### config.mk
export PLATFORM = sky130hd
export DESIGN_NAME = serport_core
export DESIGN_NICKNAME = d
export VERILOG_FILES = /design/src/rtl/serport_pkg.sv /design/src/rtl/serport_ctrl.sv /design/src/rtl/serport_datapath.sv /design/src/rtl/serport_core.sv
export SDC_FILE = /design/constraint.sdc
export NUM_CORES = 1
export LEC_CHECK = 0
export BUFFER_PORTS_ARGS = -buffer_cell sky130_fd_sc_hd__buf_2
export CAP_MARGIN = 20
export CORE_UTILIZATION = 52
export DETAILED_ROUTE_END_ITERATION = 8
export PLACE_DENSITY = 0.79
export REMOVE_ABC_BUFFERS = 1
export SLEW_MARGIN = 20
export SYNTH_ARGS = -nofsm -noshare
export SYNTH_HDL_FRONTEND = slang
export SYNTH_SLANG_ARGS = --single-unit
### constraint.sdc
create_clock -name clk -period 2.75 [get_ports clk]
set_input_delay 0.1375 -clock clk [delete_from_list [all_inputs] [get_ports clk]]
set_output_delay 0.1375 -clock clk [all_outputs]
set_load 0.01 [all_outputs]
### src/rtl/serport_pkg.sv
package serport_pkg;
  // Control register, bit 0 at the bottom of the list
  typedef struct packed {
    logic [1:0] frameFmt;  // bits 6:5, 00 selects SPI
    logic       clkPha;    // bit 4
    logic       clkPol;    // bit 3
    logic       txIntEn;   // bit 2
    logic       rxIntEn;   // bit 1
    logic       loopEn;    // bit 0
  } ctrlReg_t;

  localparam int CTRL_W = $bits(ctrlReg_t);
  localparam logic [1:0] FMT_SPI = 2'b00;

  localparam logic [1:0] ADDR_CTRL   = 2'd0;
  localparam logic [1:0] ADDR_RXTH   = 2'd1;
  localparam logic [1:0] ADDR_TXTH   = 2'd2;
  localparam logic [1:0] ADDR_STATUS = 2'd3;

  // Strobes from control to datapath
  typedef struct packed {
    logic wrCtrl;
    logic wrRxTh;
    logic wrTxTh;
    logic applyCfg;
  } strobe_t;
endpackage

### src/rtl/serport_ctrl.sv
module serport_ctrl
  import serport_pkg::*;
(
  input  logic       clk,
  input  logic       rst,
  input  logic       wrEn,
  input  logic [1:0] addr,
  input  logic       xferActive,
  output strobe_t    strb
);
  logic pendingQ;

  always_comb begin
    strb.wrCtrl   = wrEn && (addr == ADDR_CTRL);
    strb.wrRxTh   = wrEn && (addr == ADDR_RXTH);
    strb.wrTxTh   = wrEn && (addr == ADDR_TXTH);
    strb.applyCfg = pendingQ && !xferActive;
  end

  // A control write stays pending until a cycle with no transfer
  always_ff @(posedge clk) begin
    if (rst)                pendingQ <= 1'b0;
    else if (strb.wrCtrl)   pendingQ <= 1'b1;
    else if (strb.applyCfg) pendingQ <= 1'b0;
  end
endmodule

### src/rtl/serport_datapath.sv
module serport_datapath
  import serport_pkg::*;
#(
  parameter int LVL_W  = 4,
  parameter int DATA_W = 7,
  parameter int TH_RST = 4
) (
  input  logic              clk,
  input  logic              rst,
  input  strobe_t           strb,
  input  logic [1:0]        addr,
  input  logic [DATA_W-1:0] wrData,
  output logic [DATA_W-1:0] rdData,
  input  logic [LVL_W-1:0]  rxLevel,
  input  logic [LVL_W-1:0]  txLevel,
  input  logic              txShiftOut,
  input  logic              rxPin,
  input  logic              sclkRaw,
  input  logic              frmRaw,
  output logic              rxShiftIn,
  output logic              txPin,
  output logic              sclkPin,
  output logic              frmPin,
  output logic              pinHandoff,
  output logic              sampleOnRise,
  output logic              rxIrq,
  output logic              txIrq,
  output logic              rxDmaReq,
  output logic              txDmaReq,
  output ctrlReg_t          shadowCfg,
  output ctrlReg_t          activeCfg,
  output logic [LVL_W-1:0]  rxThresh,
  output logic [LVL_W-1:0]  txThresh
);
  localparam logic [LVL_W-1:0] TH_INIT = LVL_W'(TH_RST);

  logic rxSvc, txSvc;
  logic isSpi;

  // Register file
  always_ff @(posedge clk) begin
    if (rst) begin
      shadowCfg <= '0;
      activeCfg <= '0;
      rxThresh  <= TH_INIT;
      txThresh  <= TH_INIT;
    end else begin
      if (strb.wrCtrl)   shadowCfg <= ctrlReg_t'(wrData[CTRL_W-1:0]);
      if (strb.applyCfg) activeCfg <= shadowCfg;
      if (strb.wrRxTh)   rxThresh  <= wrData[LVL_W-1:0];
      if (strb.wrTxTh)   txThresh  <= wrData[LVL_W-1:0];
    end
  end

  // Service requests, recomputed every cycle
  always_ff @(posedge clk) begin
    if (rst) begin
      rxSvc <= 1'b0;
      txSvc <= 1'b0;
    end else begin
      rxSvc <= (rxLevel >= rxThresh);
      txSvc <= (txLevel <= txThresh);
    end
  end

  assign rxDmaReq = rxSvc;
  assign txDmaReq = txSvc;
  assign rxIrq    = rxSvc && shadowCfg.rxIntEn;
  assign txIrq    = txSvc && shadowCfg.txIntEn;

  always_comb begin
    case (addr)
      ADDR_CTRL:   rdData = DATA_W'(shadowCfg);
      ADDR_RXTH:   rdData = DATA_W'(rxThresh);
      ADDR_TXTH:   rdData = DATA_W'(txThresh);
      default:     rdData = DATA_W'({txSvc, rxSvc});
    endcase
  end

  // Serial path and pin control
  assign isSpi        = (activeCfg.frameFmt == FMT_SPI);
  assign pinHandoff   = activeCfg.loopEn;
  assign rxShiftIn    = activeCfg.loopEn ? txShiftOut : rxPin;
  assign txPin        = !activeCfg.loopEn && txShiftOut;
  assign frmPin       = !activeCfg.loopEn && frmRaw;
  assign sclkPin      = !activeCfg.loopEn && (sclkRaw ^ (isSpi && activeCfg.clkPol));
  assign sampleOnRise = isSpi ? (activeCfg.clkPol == activeCfg.clkPha) : 1'b1;
endmodule

### src/rtl/serport_core.sv
module serport_core
  import serport_pkg::*;
#(
  parameter int FIFO_DEPTH = 8,
  parameter int LVL_W      = $clog2(FIFO_DEPTH + 1),
  parameter int DATA_W     = (CTRL_W > LVL_W) ? CTRL_W : LVL_W
) (
  input  logic              clk,
  input  logic              rst,
  input  logic              wrEn,
  input  logic [1:0]        addr,
  input  logic [DATA_W-1:0] wrData,
  output logic [DATA_W-1:0] rdData,
  input  logic [LVL_W-1:0]  rxLevel,
  input  logic [LVL_W-1:0]  txLevel,
  input  logic              xferActive,
  input  logic              txShiftOut,
  input  logic              rxPin,
  input  logic              sclkRaw,
  input  logic              frmRaw,
  output logic              rxShiftIn,
  output logic              txPin,
  output logic              sclkPin,
  output logic              frmPin,
  output logic              pinHandoff,
  output logic              sampleOnRise,
  output logic              rxIrq,
  output logic              txIrq,
  output logic              rxDmaReq,
  output logic              txDmaReq
);
  strobe_t          strb;
  ctrlReg_t         shadowCfg, activeCfg;
  logic [LVL_W-1:0] rxThresh, txThresh;

  serport_ctrl i_ctrl (
    .clk(clk), .rst(rst), .wrEn(wrEn), .addr(addr),
    .xferActive(xferActive), .strb(strb)
  );

  serport_datapath #(.LVL_W(LVL_W), .DATA_W(DATA_W), .TH_RST(FIFO_DEPTH / 2)) i_dp (
    .clk(clk), .rst(rst), .strb(strb), .addr(addr), .wrData(wrData),
    .rdData(rdData), .rxLevel(rxLevel), .txLevel(txLevel),
    .txShiftOut(txShiftOut), .rxPin(rxPin), .sclkRaw(sclkRaw), .frmRaw(frmRaw),
    .rxShiftIn(rxShiftIn), .txPin(txPin), .sclkPin(sclkPin), .frmPin(frmPin),
    .pinHandoff(pinHandoff), .sampleOnRise(sampleOnRise),
    .rxIrq(rxIrq), .txIrq(txIrq), .rxDmaReq(rxDmaReq), .txDmaReq(txDmaReq),
    .shadowCfg(shadowCfg), .activeCfg(activeCfg),
    .rxThresh(rxThresh), .txThresh(txThresh)
  );
endmodule

==> run metrics, run 1 <==
status complete, no violations; part of the cycle the worst path needs 54.7%; Worst path slowest cell mux4_1; endpoint type of the worst setup path primary output; layout cells sized above 1 30.2%; dpl cells 193; Total GRT Usage 22.2%; Synth area leader dfxtp_1; # Max-Cap Violations 0; H-Tree Depth 1; largest net degree at the start of global routing 25; crit path DAT 1.37 ns; Final min period approximately 1.5 ns; Resize count post-CTS 0; CP cell instances mux4_1, buf_2; RSZ-0062 raised after global routing no; CTS Root Cell clkbuf_4; CTS sink count 23; number of synthesis warnings 0; WL met3 approximately 120 µm; worst slack, placed 1.33 ns; gpl congestion 0.790; hold buffers post-CTS 0; post-route setup slack between 1 and 1.5 ns; delay-heaviest family, CP multiplexers; Synth Register Bits 23; cell area after synthesis 1210 µm²; CP max FO 3; post-route insts no fill 197; drt first pass iters 4; wire length per cell roughly 13 µm; DIE AREA 2530 µm²; Detail Placement HPWL 2060 µm; Netlist cell types 31; Max Freq 0.664 GHz; Die Wd just over 50 µm; Hold Path Class in2reg; CTS buffer count 3; Slew @ Worst Pin 0.735 ns; Total Nets Final 203; Die Span Y 50.3 µm; initial antenna violation count 0; final cell utilization of the core around two thirds; DR vias/cell 5.09; Post-synth EDFFs 0; crit-path max cell delay 0.53 ns; Initial Util 54.9%; Setup Total Neg Slack 0 ns; final hold vios 0; I/O pin count 42; Peak VDD IR 0.000288 V; DR top layer met4; vias 1,003; antenna-violating nets left 0; Setup Crit Path Kind reg2out; Clock transition at path regs 0.13 ns; Worst EP required 2.61 ns; worst path bufs/invs 1; Final Max Tran Viols 0; most frequent cells in the layout 41 x buf_2, 23 x nor2_1, 23 x dfxtp_1; hold slack ~0.055 ns; total gr overflow 0; n_diodes 0; first-pass GRT wire length 4150 µm; post-synthesis sequential area ratio between 30 and 40%; met2 wire len 1310 µm; Synth area leaders dfxtp_1 38%, mux2i_1 14%, ha_1 8.2%; post-synth top area share a little under two fifths; FFs w/ async S/R, synth 0%; met1 WL roughly 1100 µm; startpoint class of the critical path flip-flop; Power Density 423 nW/µm²; CTS tree yes; port bufs 41; commonest non-fill, non-tap cell in the layout buf_2; Post-synth top flop dfxtp_1; DRT Wirelength 2530 µm; Avg Cell Area, Syn 9.35 µm²; leakage 0.000731 µW; Setup Viol. Count Final 0; Post CTS Setup Buffer Count 0; worst skew pair latency 0.31 ns; DRC viols 0; number of global-route vias before repair 929; Final Skew 0.00246 ns; CTS max path bufs 2; Mapped Cells 130; CORE AREA between 2000 and 2500 µm²; Slew headroom 50.8%; initial DRC count 19; area grow syn2layout 18.7%; # rows 17
[layer usage]
metal / GRT usage (%) / up-vias
li1: - / 518
met1: 25.2 / 453
met2: 39.3 / 28
met3: 4.55 / 4
met4: 10.2 / 0
met5: 0 / -
[cell families after synthesis]
group | count (synthesis) | synth area share (%)
mux | 20 | 19.3
fa+ha+maj | 8 | 8.24
xor+xnor | 2 | 1.44
simple gates | 49 | 20.5
flops | 23 | 37.9
compound gates | 13 | 6.59
buf+inv | 15 | 6.08
[report_power, final]
| part | switching (µW) | total, µW | internal [µW] |
|---|---|---|---|
| Clock | 104 | 158 | 54.5 |
| Combinational | 50.4 | 98.6 | 48.1 |
| Sequential | 8.87 | 354 | 345 |
[worst register-to-register path: stages, from the launching register on]
cell,delay [ns]
dfxtp_1,0.40
ha_1,0.25
or3b_2,0.46
o211ai_1,0.11
a211oi_1,0.10
[synth_stat cells (all sizes together) (2+ instances only)]
library cell  number
dfxtp             23
nor2              23
mux2i             17
inv                9
ha                 8
a21oi              5
and2               5
nand2              5
buf                4
nand3              3
nor2b              3
o21ai              3
a211o              2
clkbuf             2
mux4               2
nand2b             2
nand3b             2
nor3b              2
xnor2              2
[sequential cells by signal (all words and copies together), names as in the netlist]
register and cells:
i_dp.shadowCfg 7, i_dp.txDmaReq 1, i_dp.rxThresh 4, i_dp.pinHandoff 1, i_ctrl.pendingQ 1, i_dp.activeCfg 4
i_dp.txThresh 4, i_dp.rxDmaReq 1
[final cells by class]
| cell class | count | area [µm²] |
|---|---|---|
| clock buffer | 3 | 22.5 |
| inverter | 9 | 33.8 |
| sequential | 23 | 460 |
| tap | 28 | 35.0 |
| fill | 193 | 769 |
| multi-input combinational | 92 | 681 |
| clock inverter | 1 | 5.00 |
| timing repair buffer | 41 | 205 |
[worst paths after layout]
check / from / endpoint / cells past startpoint / slack [ns]
worst min register to register: i_dp.txThresh[3] / i_dp.txThresh[3] / 2 / 0.50
worst max-delay path: i_dp.rxThresh[0] / rdData[0] / 2 / 1.24
worst max register to register: i_dp.rxThresh[0] / i_dp.rxDmaReq / 4 / 1.32
worst min-delay path: wrData[5] / i_dp.shadowCfg[5] / 3 / 0.05
[through the flow]
| stage | area, µm² | total power, µW |
|---|---|---|
| floorplan | 1170 | 411 |
| global placement | 1420 | 455 |
| detailed placement | 1420 | 460 |
| CTS | 1440 | 614 |
| global route | 1440 | 642 |
| finish | 1440 | 610 |
Note: power is estimated with default switching activity, not from simulation.
==> run 2: changes to the inputs <==
CORE_UTILIZATION = 49   (was 52)
PLACE_DENSITY = 0.74   (was 0.79)
clock period = 1.51 ns   (was 2.75 ns; I/O delays follow)
==> run 2 against run 1 <==
Sequential power increased by 82%. Flip-flop and latch count unchanged. Via count increased by 3.0%. Critical path depth unchanged. Global-route usage decreased by 0.28 points. Clock power increased by 80%. Clock skew increased by 0.0096 ns. Largest power group unchanged.
==> run metrics, run 2 (synthesis gave the netlist of run 1 again) <==
power after layout 1120 µW (+83%); initial DRC count 7 (-12); delay-heaviest family, CP multiplexers; # Max-Cap Violations 0 (unchanged); DRC viols 0 (unchanged); worst reg2reg setup slack 0.13 ns (-1.19 ns); vias 1,033 (+3.0%); antenna-violating nets left 0 (unchanged); stages on the worst setup path 2 (unchanged); hold buffers post-CTS 3 (+3); CORE AREA 2280 µm² (+2.9%); Final Max Tran Viols 0 (unchanged); startpoint class of the critical path flip-flop; total gr overflow 0 (unchanged); DIE AREA 2680 µm² (+5.9%); crit path DAT 1.34 ns (-0.03 ns); endpoint type of the worst setup path primary output; initial antenna violation count 0 (unchanged); crit-path max cell delay 0.51 ns (-0.02 ns); status complete, no violations; Layout fillers 205 (+6.2%); Setup crit end rdData[0]; Setup Viol. Count Final 0 (unchanged); Max Freq about 0.71 GHz; leakage 0.000749 µW (+2.4%); Slew headroom 71.8% (+21 points); Reg with most FFs i_dp.shadowCfg; Die Span Y 51.8 µm (+2.9%); port bufs 41 (unchanged); met1 WL 1170 µm (+9.9%); Slew @ Worst Pin 0.422 ns (-0.312 ns); Multi-input gate area 681 µm² (unchanged); DRT Wirelength 2590 µm (+2.2%); met2 wire len 1240 µm (-5.4%); area grow syn2layout 21.8%; CTS tree yes; first-pass GRT wire length 4220 µm (+1.5%); Setup Crit Path Kind reg2out; wire length per cell 12.9 µm (+0.21%); WL met3 133 µm (+14%); Final min period 1.42 ns; n_diodes 0 (unchanged); Hold Path Class in2reg; Post CTS Setup Buffer Count 0 (unchanged); layout cells sized above 1 30.1% (-0.12 points); Final Skew 0.0121 ns (+0.00964 ns); DR top layer met4; Detail Placement HPWL 2080 µm (+1.3%); Total GRT Usage 21.9% (-0.28 points); I/O pin count 42 (unchanged); drt first pass iters 4 (unchanged); most frequent cells in the layout 41 x buf_2, 23 x nor2_1, 23 x dfxtp_1; worst skew pair latency 0.32 ns (about the same); RR Startpoint i_dp.rxThresh[0]; CTS max path bufs 2 (unchanged); # rows 17 (unchanged); CTS buffer count 3 (unchanged); Worst path slowest cell mux4_1; CTS Root Cell clkbuf_4; Clock transition at path regs 0.13 ns (about the same); worst slack, placed 0.133 ns (-1.20 ns); Area after DPL 1420 µm² (+0.53%); Total Nets Final 207 (+2.0%); CP cell instances mux4_1, buf_2; H-Tree Depth 1 (unchanged); Peak VDD IR 0.000602 V (+110%); Initial Util 53.4% (-1.5 points); DR vias/cell 5.14 (+0.94%); hold slack 0.00711 ns (-0.0474 ns); commonest non-fill, non-tap cell in the layout buf_2; Worst EP required 1.43 ns (-1.18 ns); part of the cycle the worst path needs 93.8%; Die Wd 51.8 µm (+2.9%); reg2reg end i_dp.rxDmaReq; max reg flops 7 (unchanged); r2r worst-path depth 4 (unchanged); RSZ-0062 raised after global routing no; CP Launch Point i_dp.rxThresh[0]; largest net degree at the start of global routing 25 (unchanged); CTS sink count 23 (unchanged); Design Area, Final 1480 µm² (+2.6%); worst path bufs/invs 1 (unchanged); Power Density 755 nW/µm² (+78%); number of global-route vias before repair 997 (+7.3%); CP max FO 3 (unchanged); Resize count post-CTS 0 (unchanged); gpl congestion 0.786 (-0.51%); register area 460 µm² (unchanged); Setup Total Neg Slack 0 ns (unchanged); final hold vios 0 (unchanged); post-route setup slack 0.0943 ns (-1.15 ns)
-- run 2: changes by cell type in the layout (fill, tap and decap cells not counted), sizes merged --
cell         before  now
dlygate4sd3       0    3
buf              41   42
-- run 2: tightest hold or removal path, stage by stage --
cell,delay [ns]
buf_2,0.08
a21oi_1,0.06
nor2_1,0.07
-- run 2: how the worst min path moves through the flow --
stage / depth (start not counted) / from / end
final: 3 / xferActive / i_ctrl.pendingQ
after global routing: 3 / xferActive / i_ctrl.pendingQ
after CTS: 3 / xferActive / i_ctrl.pendingQ
after detailed placement: 3 / wrData[5] / i_dp.shadowCfg[5]
after global placement: 3 / wrData[5] / i_dp.shadowCfg[5]
after floorplan: 1 / rst / i_dp.txThresh[0]
-- run 2: per-stage QoR --
stage	cells	util [%]
floorplan	124	-
global placement	194	62.5
detailed placement	194	62.5
CTS	201	65.0
global route	201	65.0
finish	201	65.0
-- run 2: report_power, final --
part	switching [µW]	total (µW)	internal, µW
sequential	15.8	644	628
clock	184	284	99.3
combinational	95.8	190	94.4
total	296	1120	821
-- run 2: layer usage --
metal  up-vias  GRT usage [%]
li1        528              -
met1       467           25.6
met2        34           38.5
met3         4           3.22
met4         0           10.8
met5         -              0
-- run 2: layout make-up --
cell class / count / share of cell area (%)
clock buffer: 3 / 1.52
inverter: 9 / 2.28
sequential: 23 / 31.1
timing repair buffer: 45 / 16.4
clock inverter: 1 / 0.338
tap: 28 / 2.37
multi-input combinational: 92 / 46.0
